==> config.mk <==
export PLATFORM = sky130hd
export DESIGN_NAME = mech_pulse_fmt
export DESIGN_NICKNAME = d
export VERILOG_FILES = /design/src/rtl/mpf_pkg.sv /design/src/rtl/mpf_tick_gen.sv /design/src/rtl/mpf_pending.sv /design/src/rtl/mpf_width_cnt.sv /design/src/rtl/mech_pulse_fmt.sv
export SDC_FILE = /design/constraint.sdc
export NUM_CORES = 1
export LEC_CHECK = 0
export CAP_MARGIN = 20
export CORE_UTILIZATION = 44
export DETAILED_ROUTE_END_ITERATION = 6
export PLACE_DENSITY = 0.61
export SLEW_MARGIN = 30
export SYNTH_ARGS = -nofsm -noshare
export SYNTH_HDL_FRONTEND = slang
export SYNTH_SLANG_ARGS = --single-unit
==> constraint.sdc <==
create_clock -name clk -period 4.13 [get_ports clk]
set_clock_uncertainty 0.1 [all_clocks]
set_input_delay 0.413 -clock clk [delete_from_list [all_inputs] [get_ports clk]]
set_output_delay 0.413 -clock clk [all_outputs]
set_load 0.02 [all_outputs]
==> src/rtl/mpf_pkg.sv <==
package mpf_pkg;
    typedef enum logic [1:0] {
        ST_IDLE = 2'd0,
        ST_POS  = 2'd1,
        ST_NEG  = 2'd2
    } fmt_state_e;
endpackage

==> src/rtl/mpf_tick_gen.sv <==
module mpf_tick_gen #(
    parameter int DIV_W = 8
) (
    input  logic             clk,
    input  logic             rst_n,
    input  logic             en,
    input  logic [DIV_W-1:0] div_k,
    output logic             tick
);
    logic [DIV_W-1:0] cnt_q;
    logic [DIV_W-1:0] last_v;

    always_comb begin
        last_v = (div_k == '0) ? '0 : div_k - DIV_W'(1);
        tick   = en && (cnt_q >= last_v);
    end

    always_ff @(posedge clk or negedge rst_n) begin
        if (!rst_n)     cnt_q <= '0;
        else if (!en)   cnt_q <= '0;
        else if (tick)  cnt_q <= '0;
        else            cnt_q <= cnt_q + DIV_W'(1);
    end
endmodule

==> src/rtl/mpf_pending.sv <==
module mpf_pending #(
    parameter int PEND_W = 4
) (
    input  logic                     clk,
    input  logic                     rst_n,
    input  logic                     en,
    input  logic                     inc,
    input  logic                     dec,
    input  logic                     take_pos,
    input  logic                     take_neg,
    output logic signed [PEND_W-1:0] pend,
    output logic                     has_pos,
    output logic                     has_neg
);
    localparam int SW = PEND_W + 2;
    localparam logic signed [SW-1:0] HI = SW'(2 ** (PEND_W - 1) - 1);
    localparam logic signed [SW-1:0] LO = -HI;

    logic signed [PEND_W-1:0] pend_q;
    logic signed [SW-1:0]     ext_v, step_v, sum_v;
    logic signed [PEND_W-1:0] next_v;

    always_comb begin
        ext_v  = {{2{pend_q[PEND_W-1]}}, pend_q};
        step_v = '0;
        if (inc)      step_v = step_v + SW'(1);
        if (dec)      step_v = step_v - SW'(1);
        if (take_pos) step_v = step_v - SW'(1);
        if (take_neg) step_v = step_v + SW'(1);
        sum_v  = ext_v + step_v;
        if (sum_v > HI)      next_v = HI[PEND_W-1:0];
        else if (sum_v < LO) next_v = LO[PEND_W-1:0];
        else                 next_v = sum_v[PEND_W-1:0];
    end

    always_ff @(posedge clk or negedge rst_n) begin
        if (!rst_n)   pend_q <= '0;
        else if (!en) pend_q <= '0;
        else          pend_q <= next_v;
    end

    assign pend    = pend_q;
    assign has_neg = pend_q[PEND_W-1];
    assign has_pos = !pend_q[PEND_W-1] && (pend_q != '0);
endmodule

==> src/rtl/mpf_width_cnt.sv <==
module mpf_width_cnt #(
    parameter int WIDTH_TICKS = 524288
) (
    input  logic clk,
    input  logic rst_n,
    input  logic run,
    input  logic tick,
    output logic done
);
    localparam int CW = (WIDTH_TICKS > 2) ? $clog2(WIDTH_TICKS) : 1;
    localparam logic [CW-1:0] LAST = CW'(WIDTH_TICKS - 1);

    logic [CW-1:0] w_q;

    assign done = run && tick && (w_q == LAST);

    always_ff @(posedge clk or negedge rst_n) begin
        if (!rst_n)              w_q <= '0;
        else if (!run || done)   w_q <= '0;
        else if (tick)           w_q <= w_q + CW'(1);
    end
endmodule

==> src/rtl/mech_pulse_fmt.sv <==
module mech_pulse_fmt #(
    parameter int DIV_W       = 8,
    parameter int PEND_W      = 4,
    parameter int WIDTH_TICKS = 524288
) (
    input  logic             clk,
    input  logic             rst_n,
    input  logic             mode_mech,
    input  logic             mode_step,
    input  logic [DIV_W-1:0] div_k,
    input  logic             ev_pos,
    input  logic             ev_neg,
    output logic             pulse_pos_n,
    output logic             pulse_neg_n
);
    import mpf_pkg::*;

    fmt_state_e               state_q, state_d;
    logic                     en, tick, done, run;
    logic                     take_pos, take_neg, has_pos, has_neg;
    logic signed [PEND_W-1:0] pend;

    assign en  = mode_mech && !mode_step;
    assign run = en && (state_q != ST_IDLE);

    assign take_pos = en && (state_q == ST_IDLE) && has_pos;
    assign take_neg = en && (state_q == ST_IDLE) && has_neg;

    mpf_tick_gen #(.DIV_W(DIV_W)) u_tick (
        .clk(clk), .rst_n(rst_n), .en(en), .div_k(div_k), .tick(tick)
    );

    mpf_pending #(.PEND_W(PEND_W)) u_pend (
        .clk(clk), .rst_n(rst_n), .en(en), .inc(ev_pos), .dec(ev_neg),
        .take_pos(take_pos), .take_neg(take_neg),
        .pend(pend), .has_pos(has_pos), .has_neg(has_neg)
    );

    mpf_width_cnt #(.WIDTH_TICKS(WIDTH_TICKS)) u_width (
        .clk(clk), .rst_n(rst_n), .run(run), .tick(tick), .done(done)
    );

    always_comb begin
        state_d = state_q;
        if (!en) begin
            state_d = ST_IDLE;
        end else begin
            unique case (state_q)
                ST_IDLE: begin
                    if (has_pos)      state_d = ST_POS;
                    else if (has_neg) state_d = ST_NEG;
                end
                ST_POS:  if (done) state_d = ST_IDLE;
                ST_NEG:  if (done) state_d = ST_IDLE;
                default: state_d = ST_IDLE;
            endcase
        end
    end

    always_ff @(posedge clk or negedge rst_n) begin
        if (!rst_n) state_q <= ST_IDLE;
        else        state_q <= state_d;
    end

    always_comb begin
        pulse_pos_n = 1'b1;
        pulse_neg_n = 1'b1;
        unique case (state_q)
            ST_POS:  pulse_pos_n = 1'b0;
            ST_NEG:  pulse_neg_n = 1'b0;
            default: ;
        endcase
    end
endmodule

==> reports/metrics.cfg <==
[synth]
ys.flop_type=dfrtp_1
synth_edf_count=0
synth_top_area_share_pct=34.2
async_reset_ff_share_pct=100
synthCells=264
yosys.area.top_type=dfrtp_1
synth_most_common_cell=dfrtp_1
netlist_top_cells_count=dfrtp_1, nor2_1, nand2_1
synth-seq-cells=33
syn_nets=300
synth_cell_types=56
netlist_area_um2=2410
ys_seq_area_share_pct=34.2
yosys_warnings=0
synth.area.top_cells=dfrtp_1, ha_1, xor2_1, nor2_1, a21oi_1
syn_area_per_cell_um2=9.14

[timing]
rsz0062_at_grt=no
fin_crit_sh_pct=87.2
hold_viol_final=0
min_period_ns=3.60
setup_viol=0
timing.final.max_slew_violations=0
fmax_ghz=0.278
fin_setup_tns_ns=0
fin_ws_ns=0.527
worst_slew_pin_slew_ns=0.510
relSlewSlack_pct=65.9
hold_ws_ns=0.404

[detailed_routing]
drt_wl_total_um=4890
routed_via_density=5.41
drtPass1Iterations=4
ant_nets=0
drtIter0Drc=59
drc_errors=0
vias=1938
wl_per_cell_um=13.7

[setup_path]
path_cells=clkdlybuf4s50_1, nor4_1, nand2_1, or3_1, nand2b_1, ha_1, nor2b_4, o211a_4, o311a_4, nor3_4, o31ai_1, a21oi_1
reg2reg_slack_ns=0.80
slowest_stage=nor3_4
end_kind=register
path_buf_inv=1
crit_arrival_ns=3.71
worstReg2RegEnd=u_pend.pend[0]
reg2reg_from=state_q[0]
start_kind=input pin
crit_type=in2reg
critPathTopFamily=simple AND/OR/NAND/NOR gates
crit_path_max_fanout=16
required_ns=4.23
max_stage_delay_ns=0.48
worstRegToRegCells=12

[clock_network]
clk_path_buf_depth=2
numCtsBuffers=5
clk_pin_slew_worst_paths_ns=0.06
cts_setup_buffers=0
cts_hold_buffers=0
clock_sink_count=33
cts_resized=0
htreeDepth=2
clk_latency_ns=0.28
clock-root-buffer=clkbuf_8
cts_tree=done

[power]
p_per_area_nw_per_um2=278
p_leak_nw=1.16
ir_drop_v=0.000178

[hold_path]
min_path_cells=2
hp-start=u_width.w_q[18]
hold_path_end=u_width.w_q[18]
hold_path.class=reg2reg

[global_route]
grt.overflow.total=0
grt_pass1_vias=1954
grt_max_degree=34
antenna_found_initial=0
globalRouteTotalUtil_pct=18.7
grt_pass1_wl_um=8820

[cells_and_area]
syn2layout_area_growth_pct=14.2
drive_gt1_share_pct=7.99
final_cell_area_um2=2750
fill_cells=495
n_antenna_cell=0
final_net_count=324
instances_no_fill=358

[placed_design]
placedInstanceArea_um2=2670
post-dp-hpwl_um=3680
gp_congestion=0.753
io_buffers=15
post-place-ws_ns=0.209
place_inst=351

[flow_run]
drv_cap=0

[floorplan]
initial_core_util_pct=46.3
fp.dieH_um=76.0
core_um2=5200
die_area_um2=5780
die_w_um=76.0
rows=26
ios=16

[outcome]
status=complete, no violations

power by group:
| group | total (W) | leakage [nW] | switching [W] | internal (W) |
|---|---|---|---|---|
| Combinational | 0.000184 | 0.656 | 0.000103 | 0.0000808 |
| Sequential | 0.000340 | 0.458 | 0.00000819 | 0.000332 |
| Clock | 0.000242 | 0.0443 | 0.000109 | 0.000132 |
worst max-delay path by stage:
stage	startpoint	endpoint	slack, ns	cells after the start
detailed placement	div_k[4]	u_width.w_q[10]	0.21	12
finish	div_k[4]	u_width.w_q[11]	0.53	12
global route	div_k[4]	u_width.w_q[10]	0.24	12
CTS	div_k[4]	u_width.w_q[11]	0.52	12
floorplan	mode_mech	u_pend.pend[0]	0.86	11
global placement	div_k[4]	u_width.w_q[11]	0.33	12
metrics by stage:
stage	utilization, %	total power, W
after floorplan	-	0.000473
after global placement	51.2	0.000530
after detailed placement	51.2	0.000531
after CTS	52.9	0.000780
after global routing	52.9	0.000819
final	52.9	0.000766
cell families (layout without fill, tap and decap cells):
| group | Yosys count | in the layout | synth area share, % |
|---|---|---|---|
| AND/OR/NAND/NOR | 111 | 111 | 24.7 |
| AO/OA/AOI/OAI | 59 | 59 | 18.5 |
| flip-flops | 33 | 33 | 34.2 |
| adder cells (fa/ha/maj) | 22 | 22 | 11.7 |
| XOR/XNOR | 21 | 21 | 7.62 |
| buffers and inverters | 18 | 42 | 3.16 |
cell type report:
| type | instances | area [um2] | share of cell area (%) |
|---|---|---|---|
| Clock buffer | 7 | 86.3 | 3.13 |
| Sequential cell | 33 | 826 | 30.0 |
| Timing Repair Buffer | 20 | 188 | 6.82 |
| Multi-Input combinational cell | 213 | 1510 | 54.8 |
| Inverter | 15 | 56.3 | 2.04 |
| Tap cell | 70 | 87.6 | 3.18 |
sequential cells by signal, indices dropped and copies added, names as in the netlist:
name	flops
u_tick.cnt_q	8
u_pend.pend	4
u_width.w_q	19
state_q	2
layer usage:
layer	wire length [um]	global-route usage (%)	vias up
met1	2510	24.4	914
met4	34	4.62	0
met3	90	3.59	5
li1	-	-	1007
met5	0	0	-
met2	2260	32.0	12
cells in the final DEF (no fill, tap or decap), drive strengths merged, types with 2 or more instances in the layout:
master,count
dfrtp,33
nor2,26
nand2,24
ha,21
a21oi,18
nand3,16
clkdlybuf4s50,15
inv,15
xor2,12
xnor2,9
o21ai,8
and3,7
clkbuf,7
or3,6
a31oi,6
o31ai,6
nor3,6
or4,5
buf,5
a21o,4
nand2b,4
nor2b,4
nand4,3
nor3b,2
and2,2
and4,2
o211a,2
a221oi,2
worst reg2reg max path, cell delays in order, from the launching register on:
cell and delay, ns:
dfrtp_1 0.38, inv_1 0.11, ha_1 0.29, nand2_1 0.12, o41ai_1 0.46, a21oi_1 0.12
fa_1 0.43, nand2b_1 0.16, a21oi_1 0.15, xor2_1 0.25, nand2_1 0.08, a32o_1 0.31
o31a_1 0.24
No activity file was read; power rests on OpenSTA's default activity.
